File: config.mk
export PLATFORM = sky130hd
export DESIGN_NAME = hsk_xfer_engine
export DESIGN_NICKNAME = d
export VERILOG_FILES = /design/src/rtl/hsk_xfer_pkg.sv /design/src/rtl/hsk_byte_ram.sv /design/src/rtl/hsk_line_ctl.sv /design/src/rtl/hsk_sr_delay.sv /design/src/rtl/hsk_xfer_engine.sv
export SDC_FILE = /design/constraint.sdc
export NUM_CORES = 1
export LEC_CHECK = 0
export BUFFER_PORTS_ARGS = -buffer_cell sky130_fd_sc_hd__buf_2
export CAP_MARGIN = 20
export CELL_PAD_IN_SITES_DETAIL_PLACEMENT = 1
export CELL_PAD_IN_SITES_GLOBAL_PLACEMENT = 1
export CORE_ASPECT_RATIO = 0.9
export CORE_MARGIN = 1
export CORE_UTILIZATION = 50
export DETAILED_ROUTE_END_ITERATION = 6
export PLACE_DENSITY_LB_ADDON = 0.1
export SLEW_MARGIN = 20
export SYNTH_ARGS = -nofsm -noshare
export SYNTH_HDL_FRONTEND = slang
export SYNTH_SLANG_ARGS = --single-unit
File: constraint.sdc
create_clock -name clk_i -period 4.9 [get_ports clk_i]
set_input_delay 0.245 -clock clk_i [delete_from_list [all_inputs] [get_ports clk_i]]
set_output_delay 0.245 -clock clk_i [all_outputs]
set_load 0.02 [all_outputs]
File: src/rtl/hsk_xfer_pkg.sv
package hsk_xfer_pkg;
  localparam int unsigned REQ_BIT = 3;
  localparam int unsigned ACK_BIT = 4;
  localparam int unsigned TIP_BIT = 5;

  typedef struct packed {
    logic store;
    logic fetch;
    logic sched;
    logic pkt;
    logic req_wr;
    logic req_val;
  } line_act_t;
endpackage

File: src/rtl/hsk_byte_ram.sv
module hsk_byte_ram #(
  parameter int unsigned DEPTH = 16,
  localparam int unsigned AW = (DEPTH > 1) ? $clog2(DEPTH) : 1
) (
  input  logic          clk_i,
  input  logic          rst_ni,
  input  logic          wr_i,
  input  logic [AW-1:0] wr_addr_i,
  input  logic [7:0]    wr_data_i,
  input  logic [AW-1:0] rd_addr_i,
  output logic [7:0]    rd_data_o
);
  logic [7:0] mem_q [DEPTH];

  for (genvar g = 0; g < DEPTH; g++) begin : g_cell
    always_ff @(posedge clk_i or negedge rst_ni) begin
      if (!rst_ni)                                     mem_q[g] <= '0;
      else if (wr_i && (wr_addr_i == AW'(g)))          mem_q[g] <= wr_data_i;
    end
  end

  always_comb begin
    rd_data_o = '0;
    for (int i = 0; i < DEPTH; i++)
      if (rd_addr_i == AW'(i)) rd_data_o = mem_q[i];
  end
endmodule

File: src/rtl/hsk_line_ctl.sv
module hsk_line_ctl
  import hsk_xfer_pkg::*;
(
  input  logic      wr_i,
  input  logic      tip_i,
  input  logic      ack_i,
  input  logic      last_tip_i,
  input  logic      last_ack_i,
  input  logic      sr_out_i,
  input  logic      rx_room_i,
  input  logic      rx_nonempty_i,
  input  logic      rpl_pend_i,
  input  logic      rpl_last_i,
  output line_act_t act_o
);
  logic pair_chg;
  assign pair_chg = (tip_i != last_tip_i) || (ack_i != last_ack_i);

  always_comb begin
    act_o = '0;
    if (wr_i) begin
      if (!tip_i) begin
        // transfer active: one byte per pair change
        if (pair_chg) begin
          if (sr_out_i) begin
            if (rx_room_i) begin
              act_o.store = 1'b1;
              act_o.sched = 1'b1;
            end
          end else if (rpl_pend_i) begin
            act_o.fetch = 1'b1;
            act_o.sched = 1'b1;
            if (rpl_last_i) begin
              act_o.req_wr  = 1'b1;
              act_o.req_val = 1'b1;
            end
          end
        end
      end else if (last_tip_i && (ack_i != last_ack_i)) begin
        // idle sync: request mirrors acknowledge
        act_o.req_wr  = 1'b1;
        act_o.req_val = ack_i;
        act_o.sched   = 1'b1;
      end else if (!last_tip_i) begin
        // frame just ended
        act_o.sched = 1'b1;
        act_o.pkt   = rx_nonempty_i;
        if (rpl_pend_i) begin
          act_o.req_wr  = 1'b1;
          act_o.req_val = 1'b0;
        end
      end
    end
  end
endmodule

File: src/rtl/hsk_sr_delay.sv
module hsk_sr_delay #(
  parameter int unsigned DELAY_CYC = 2000,
  localparam int unsigned DW = $clog2(DELAY_CYC + 1)
) (
  input  logic clk_i,
  input  logic rst_ni,
  input  logic sched_i,
  output logic irq_o
);
  logic [DW-1:0] cnt_q;

  always_ff @(posedge clk_i or negedge rst_ni) begin
    if (!rst_ni) begin
      cnt_q <= '0;
      irq_o <= 1'b0;
    end else if (sched_i) begin
      cnt_q <= DW'(DELAY_CYC);
      irq_o <= 1'b0;
    end else if (cnt_q != '0) begin
      cnt_q <= cnt_q - 1'b1;
      irq_o <= (cnt_q == DW'(1));
    end else begin
      irq_o <= 1'b0;
    end
  end
endmodule

File: src/rtl/hsk_xfer_engine.sv
module hsk_xfer_engine
  import hsk_xfer_pkg::*;
#(
  parameter int unsigned CLK_HZ    = 100_000_000,
  parameter int unsigned DELAY_US  = 20,
  parameter int unsigned RX_DEPTH  = 16,
  parameter int unsigned RPL_DEPTH = 16,
  localparam int unsigned DELAY_CYC = (CLK_HZ / 1_000_000) * DELAY_US,
  localparam int unsigned AW    = (RX_DEPTH > 1) ? $clog2(RX_DEPTH) : 1,
  localparam int unsigned RAW   = (RPL_DEPTH > 1) ? $clog2(RPL_DEPTH) : 1,
  localparam int unsigned LEN_W = $clog2(RX_DEPTH + 1),
  localparam int unsigned RLW   = $clog2(RPL_DEPTH + 1)
) (
  input  logic             clk_i,
  input  logic             rst_ni,
  input  logic             portb_wr_i,
  input  logic [7:0]       portb_i,
  input  logic             sr_out_i,
  input  logic [7:0]       sr_i,
  input  logic [AW-1:0]    rx_rd_addr_i,
  output logic [7:0]       rx_rd_data_o,
  input  logic             rpl_wr_i,
  input  logic [RAW-1:0]   rpl_wr_addr_i,
  input  logic [7:0]       rpl_wr_data_i,
  input  logic             rpl_load_i,
  input  logic [RLW-1:0]   rpl_len_i,
  output logic             req_n_o,
  output logic             sr_load_o,
  output logic [7:0]       sr_load_data_o,
  output logic             sr_irq_o,
  output logic             pkt_valid_o,
  output logic [LEN_W-1:0] pkt_len_o
);
  logic             last_tip_q, last_ack_q, req_q;
  logic [LEN_W-1:0] rx_idx_q;
  logic [RLW-1:0]   rpl_size_q, rpl_idx_q, eff_size, eff_idx, len_cap;
  logic [7:0]       rpl_rd_data;
  logic             rpl_pend, rpl_last;
  line_act_t        act;

  assign len_cap  = (rpl_len_i > RLW'(RPL_DEPTH)) ? RLW'(RPL_DEPTH) : rpl_len_i;
  assign eff_size = rpl_load_i ? len_cap : rpl_size_q;
  assign eff_idx  = rpl_load_i ? '0 : rpl_idx_q;
  assign rpl_pend = eff_idx < eff_size;
  assign rpl_last = (eff_idx + RLW'(1)) >= eff_size;

  hsk_line_ctl u_ctl (
    .wr_i         (portb_wr_i),
    .tip_i        (portb_i[TIP_BIT]),
    .ack_i        (portb_i[ACK_BIT]),
    .last_tip_i   (last_tip_q),
    .last_ack_i   (last_ack_q),
    .sr_out_i     (sr_out_i),
    .rx_room_i    (rx_idx_q < LEN_W'(RX_DEPTH)),
    .rx_nonempty_i(rx_idx_q != '0),
    .rpl_pend_i   (rpl_pend),
    .rpl_last_i   (rpl_last),
    .act_o        (act)
  );

  hsk_byte_ram #(.DEPTH(RX_DEPTH)) u_rx (
    .clk_i    (clk_i),
    .rst_ni   (rst_ni),
    .wr_i     (act.store),
    .wr_addr_i(rx_idx_q[AW-1:0]),
    .wr_data_i(sr_i),
    .rd_addr_i(rx_rd_addr_i),
    .rd_data_o(rx_rd_data_o)
  );

  hsk_byte_ram #(.DEPTH(RPL_DEPTH)) u_rpl (
    .clk_i    (clk_i),
    .rst_ni   (rst_ni),
    .wr_i     (rpl_wr_i),
    .wr_addr_i(rpl_wr_addr_i),
    .wr_data_i(rpl_wr_data_i),
    .rd_addr_i(eff_idx[RAW-1:0]),
    .rd_data_o(rpl_rd_data)
  );

  hsk_sr_delay #(.DELAY_CYC(DELAY_CYC)) u_dly (
    .clk_i  (clk_i),
    .rst_ni (rst_ni),
    .sched_i(act.sched | rpl_load_i),
    .irq_o  (sr_irq_o)
  );

  always_ff @(posedge clk_i or negedge rst_ni) begin
    if (!rst_ni) begin
      last_tip_q     <= 1'b1;
      last_ack_q     <= 1'b1;
      req_q          <= 1'b1;
      rx_idx_q       <= '0;
      rpl_size_q     <= '0;
      rpl_idx_q      <= '0;
      sr_load_o      <= 1'b0;
      sr_load_data_o <= '0;
      pkt_valid_o    <= 1'b0;
      pkt_len_o      <= '0;
    end else begin
      sr_load_o   <= act.fetch;
      pkt_valid_o <= act.pkt;
      if (portb_wr_i) begin
        last_tip_q <= portb_i[TIP_BIT];
        last_ack_q <= portb_i[ACK_BIT];
      end
      if (act.req_wr) req_q <= act.req_val;
      if (act.fetch)  sr_load_data_o <= rpl_rd_data;
      if (act.pkt) begin
        pkt_len_o <= rx_idx_q;
        rx_idx_q  <= '0;
      end else if (act.store) begin
        rx_idx_q  <= rx_idx_q + 1'b1;
      end
      rpl_size_q <= eff_size;
      rpl_idx_q  <= act.fetch ? eff_idx + 1'b1 : eff_idx;
    end
  end

  assign req_n_o = req_q;
endmodule

# After elaboration in Yosys (flattened, before gate mapping)
# Index checks and enable logic that the tools add are counted.
[totals]
out_inout_bits = 25
elab_cells = 219
reg_bits = 301
in_bits = 43
[op_classes]
n_reduce_logical = 42
eq_ne = 63
bitwise = 1
muxes = 62
n_lt_le_gt_ge = 4
add_sub_neg = 3
[op_table]
columns = ["op", "n"]
rows = [
  ["$mux W8", 32],
  ["$eq A4 B4 Y1 const B", 32],
  ["$eq A4 B3 Y1 const B", 16],
  ["$logic_and A1 B1 Y1", 33],
  ["$eq A4 B2 Y1 const B", 8],
  ["$mux W5", 6],
  ["$mux W11", 2],
  ["$mux W2", 9],
  ["$eq A4 B1 Y1 const B", 4],
  ["$logic_not A4 Y1", 4],
  ["$eq A11 B1 Y1 const B", 1],
  ["$reduce_bool A11 Y1", 1],
  ["$sub A11 B1 Y11 const B", 1],
  ["$add A5 B1 Y5 const B", 2],
  ["$mux W1", 10],
  ["$mux W6", 1],
  ["$ge A5 B5 Y1", 1],
  ["$gt A5 B5 Y1 const B", 1],
  ["$lt A5 B5 Y1", 1],
  ["$lt A5 B5 Y1 const B", 1],
  ["$reduce_bool A5 Y1", 1],
  ["$mux W4", 1],
  ["$reduce_bool A2 Y1", 2],
  ["$mux W3", 1],
  ["other kinds (3)", 4],
]

# Depth between registers and ports, before layout
[depth]
depth_word = 18
ltp_mapped = 15
mapped_depth_nobuf = 11

# Cells and area by module
# Synthesis repeated with hierarchy kept, for this count alone.
[hier_totals]
cells_unflattened = 1205
area_unflattened_um2 = 14893.0
[by_module_without_submodules]
columns = ["module", "n_inst", "area_each_um2", "cells_per_inst"]
rows = [
  ["hsk_byte_ram (u_rpl)", 1, 6244.7, 496],
  ["hsk_byte_ram (u_rx)", 1, 6241.0, 496],
  ["hsk_xfer_engine", 1, 1616.6, 129],
  ["hsk_sr_delay", 1, 650.6, 62],
  ["hsk_line_ctl", 1, 140.1, 22],
]

# Worst setup path after synthesis
# OpenSTA, ideal clock, no wires.
[synth_path]
path_kind = "input-to-reg"
from = "input port rpl_load_i"
to = "register sr_load_data_o[0]"
setup_slack_ns = 1.889
n_path_buf = 5
cell_stages = 13
arrival_ns = 2.875
setup_ns = 0.136
cell_sequence = "buf_6 -> clkbuf_1 -> buf_1 -> buf_1 -> o21a_1 -> ha_1 -> a21o_1 -> a21oi_1 -> o211ai_1 -> or3_4 -> buf_6 -> a2111oi_2 -> nor3_1"
[synth_between]
elab_chain_cells = 18
word_cells_on_any_way = 40
classes_between = "1 x order compare; 15 x eq/ne; 23 x mux; 1 x reduce/logical"
[synth_rtl]
columns = ["item", "line", "source"]
rows = [
  ["start, declared", "hsk_xfer_engine.sv:25", "input logic rpl_load_i,"],
  ["$mux W5", "hsk_xfer_engine.sv:43", "assign eff_idx = rpl_load_i ? '0 : rpl_idx_q;"],
  ["$logic_not A4 Y1", "hsk_byte_ram.sv:25", "if (rd_addr_i == AW'(i)) rd_data_o = mem_q[i];"],
  ["$mux W8 (16 in a row)", "hsk_byte_ram.sv:25", ""],
  ["end signal, assigned", "hsk_xfer_engine.sv:108", "if (act.fetch) sr_load_data_o <= rpl_rd_data;"],
  ["end, declared", "hsk_xfer_engine.sv:29", "output logic [7:0] sr_load_data_o,"],
]
# Parallel ways exist; a longest one is shown, timed or not.
# A chain may end at the register's enable or synchronous reset.

# Worst setup path after layout
[layout_path]
from = "register rpl_idx_q[3]"
to = "register rpl_idx_q[2]"
[layout_between]
elab_chain_cells = 8
[layout_rtl]
columns = ["item", "line", "source"]
rows = [
  ["start, declared", "hsk_xfer_engine.sv:36", "logic [RLW-1:0] rpl_size_q, rpl_idx_q, eff_size, eff_idx, len_cap;"],
  ["start signal, assigned", "hsk_xfer_engine.sv:116", "rpl_idx_q <= act.fetch ? eff_idx + 1'b1 : eff_idx;"],
  ["$mux W5", "hsk_xfer_engine.sv:43", ""],
  ["$lt A5 B5 Y1", "hsk_xfer_engine.sv:44", "assign rpl_pend = eff_idx < eff_size;"],
  ["$mux W2", "hsk_line_ctl.sv:30", "end else if (rpl_pend_i) begin"],
  ["$mux W1", "hsk_line_ctl.sv:25", "if (sr_out_i) begin"],
  ["$mux W3", "hsk_line_ctl.sv:24", "if (pair_chg) begin"],
  ["$mux W2", "hsk_line_ctl.sv:22", "if (!tip_i) begin"],
  ["$mux W6", "hsk_line_ctl.sv:21", "if (wr_i) begin"],
  ["$mux W5", "hsk_xfer_engine.sv:116", ""],
]
# No other way between the ends.

==> summary.txt <==
Global routing
  • Largest net degree at the start of global routing: 113
  • GRT Total Usage: 0.282
  • Total grt overflow: 0
  • Antenna violations before repair: 0
  • Vias in the first global route: 11400
  • First-pass GRT wire length: 66.6 mm

Worst hold path
  • Hold EP: last_ack_q
  • HP Class: input port to flop
  • Hold path cells: 2
  • Hold path start: portb_i[4]

Timing
  • RSZ-0062 raised after global routing: false
  • Setup Skew: 0.0146 ns
  • Worst-margin pin slew: 1.09 ns
  • Final setup TNS: 0 ns
  • Post-route minimum period: 3.74 ns
  • Final Max Slew Viols: 0
  • Final Hold Viols: 0
  • Final setup violation count: 0
  • Max frequency: 0.267 GHz
  • Period utilization: 0.764
  • Relative slew slack: 0.268

Layout
  • Layout net count: 1383
  • Share of layout cells above drive strength 1: 0.328
  • Area growth syn-to-layout: 11.4%
  • Diodes inserted: 0

Clocking
  • Clock slew at reported path FFs: 0.06 ns
  • Total CTS buffers: 34
  • Clock Sinks: 301
  • Root buf cell: clkbuf_16
  • CTS tree: done
  • Skew-Pair Late Insertion Delay: 0.52 ns
  • Htree depth: 2
  • Deepest clock path buffer count: 3
  • Post_cts resized: 0

Pwr
  • IR drop worst, VDD: 0.270 mV
  • Leakage: 0.00768 µW
  • Power Total: 7150 µW
  • PwrDens: 425 nW/µm²

Floorplan
  • Die height: 167 µm
  • Die ar.: 30900 µm²
  • Die X: 185 µm
  • Core Rows: 59
  • Starting Density: 0.514
  • Core ar.: 29300 µm²
  • Num ports: 68

Detailed routing
  • Via density per instance: 6.13
  • # DRC: 0
  • Final wirelength: 41.8 mm
  • Iteration-0 DRC Markers: 648
  • Post-DRT Antenna Nets: 0
  • DR vias: 10700
  • Drt wl/cell: 23.9 µm
  • Pre-Repair DR Iteration Count: 5

Setup path
  • CP Launch Type: flop
  • CP endpoint kind: flop
  • R2r endpoint: rpl_idx_q[2]
  • FF-to-FF Start: rpl_idx_q[3]
  • FF-to-FF setup slack: 1.16 ns
  • Worst Setup SP: rpl_idx_q[3]
  • Worst Path Max Fanout: 15
  • CP Data Arrival Time: 4.14 ns
  • Worst EP required: 5.30 ns
  • R2r worst-path depth: 10
  • Crit Path Category: flop to flop

Synthesis
  • Ys flop type: dfrtp_1
  • Post-synth ARST share: 1.00
  • Mapped Cells: 1300
  • Yosys cell types: 75
  • Yosys warnings: 0
  • Average size of a mapped cell: 11.6 µm²
  • Post-synth EDFFs: 0
  • #FFs+latches synth: 301
  • Share of the yosys chip area belonging to registers: 0.500
  • Syn_nets: 1358
  • Post-Syn Area: 15100 µm²

Place
  • RePlAce Congestion: 0.812
  • Port Buffers: 61
  • HPWL after DPL: 27.4 mm

Run status
  • Status: finished, final reports clean

Flow run
  • Max cap viols: 0
## layout by cell type, fill, tap and decap left out, drive strengths merged, types with 6 or more instances in the layout
| master | synthesis | final |
|---|---|---|
| a22o | 6 | 6 |
| a21oi | 49 | 49 |
| xor2 | 6 | 6 |
| dfrtp | 298 | 298 |
| mux4 | 6 | 6 |
| o31ai | 9 | 9 |
| o21bai | 6 | 6 |
| a221oi | 9 | 9 |
| nand4 | 10 | 10 |
| inv | 29 | 31 |
| nand2 | 85 | 85 |
| a22oi | 8 | 8 |
| or3 | 8 | 8 |
| a31oi | 10 | 10 |
| a211oi | 13 | 13 |
| nor2b | 21 | 21 |
| a2111oi | 8 | 8 |
| ha | 15 | 15 |
| o21a | 7 | 7 |
| xnor2 | 9 | 9 |
| mux2 | 279 | 279 |
| o22ai | 22 | 22 |
| nand3 | 16 | 16 |
| o32ai | 6 | 6 |
| nor3 | 16 | 16 |
| clkbuf | 51 | 50 |
| o211ai | 6 | 6 |
| mux2i | 15 | 15 |
| o21ai | 54 | 54 |
| and2 | 8 | 8 |
| buf | 38 | 76 |
| clkinv | 2 | 8 |
| nand2b | 22 | 22 |
| nor2 | 84 | 84 |
## cells in the mapped netlist (all sizes together) (13+ instances only)
cell | number | area (µm²)
nand3 | 16 | 80.1
mux2i | 15 | 150
nor3 | 16 | 80.1
a211oi | 13 | 103
a21oi | 49 | 245
ha | 15 | 188
dfrtp | 298 | 7460
nand2b | 22 | 138
nor2b | 21 | 131
nor2 | 84 | 315
buf | 38 | 221
o21ai | 54 | 270
clkbuf | 51 | 195
inv | 29 | 109
nand2 | 85 | 409
mux2 | 279 | 3140
o22ai | 22 | 138
## worst max-delay path by stage
stage	endpoint	depth (start not counted)	slack, ns
global route	rpl_idx_q[2]	10	1.07
CTS	rpl_idx_q[2]	10	1.27
global placement	rpl_idx_q[2]	10	1.38
finish	rpl_idx_q[2]	10	1.16
detailed placement	rpl_idx_q[2]	10	1.27
floorplan	sr_load_data_o[0]	13	1.89
## per-layer routing
layer | vias up | track usage | part of all wire
met5 | - | 0 | 0
met4 | 0 | 0.0625 | 0.014
met1 | 5660 | 0.423 | 0.48
met2 | 223 | 0.433 | 0.46
met3 | 49 | 0.0385 | 0.042
li1 | 4774 | - | -
## state kept, by name, summed over array words and instances, names as in the netlist, 5 cells and up
| signal | flops |
|---|---|
| rx_idx_q | 5 |
| sr_load_data_o | 8 |
| u_rpl.mem_q | 128 |
| u_dly.cnt_q | 11 |
| pkt_len_o | 5 |
| rpl_idx_q | 5 |
| rpl_size_q | 5 |
| u_rx.mem_q | 128 |
## cell families (layout without fill, tap and decap cells)
logic type,count (synthesis),after routing,synth area share
flops,301,301,0.500
mux,300,300,0.227
simple gates,294,294,0.0995
compound gates,255,255,0.117
buf+inv,120,170,0.0354
fa+ha+maj,15,15,0.0124
xor+xnor,15,15,0.00871
## final cells by class
type | instances | area [µm²]
Clock inverter | 11 | 138
Clock buffer | 50 | 1030
Timing Repair Buffer | 78 | 473
Fill cell | 3046 | 12500
Tap cell | 396 | 495
Multi-Input combinational cell | 879 | 7010
Inverter | 31 | 118
Sequential cell | 301 | 7540
## power breakdown
part	switching [µW]	leakage (µW)	total (µW)	internal (µW)
sequential	282	0.00388	3230	2950
clock	1030	0.000584	2650	1620
combinational	659	0.00322	1270	607
## worst max-delay path, cell delays in order (launching register included)
cell	delay, ns
dfrtp_1	0.36
buf_4	0.19
nand2b_1	0.47
inv_1	0.48
ha_1	0.43
a21o_1	0.18
a21oi_1	0.21
o211ai_1	0.17
or3_4	0.48
clkinv_2	0.29
mux2_2	0.37
## through the flow
stage	hold slack, ns	worst slack, ns	cells	utilization	instance area [µm²]
2_1_floorplan	-0.0506	1.89	1300	-	15100
3_3_place_gp	0.383	1.38	1682	0.532	15600
3_5_place_dp	0.375	1.27	1682	0.532	15600
4_1_cts	0.00155	1.27	1745	0.573	16800
5_1_grt	0.0146	1.07	1746	0.573	16800
6_report	0.0171	1.16	1746	0.573	16800
## what timing repair did
| item | 4_1_cts | 5_1_grt |
|---|---|---|
| setup endpoints to repair | 0 | 0 |
| endpoints found under the hold margin | 107 | 0 |
| hold buffers | 2 | 0 |
| setup buffers | 0 | 0 |
(Power assumes the default switching activity.)
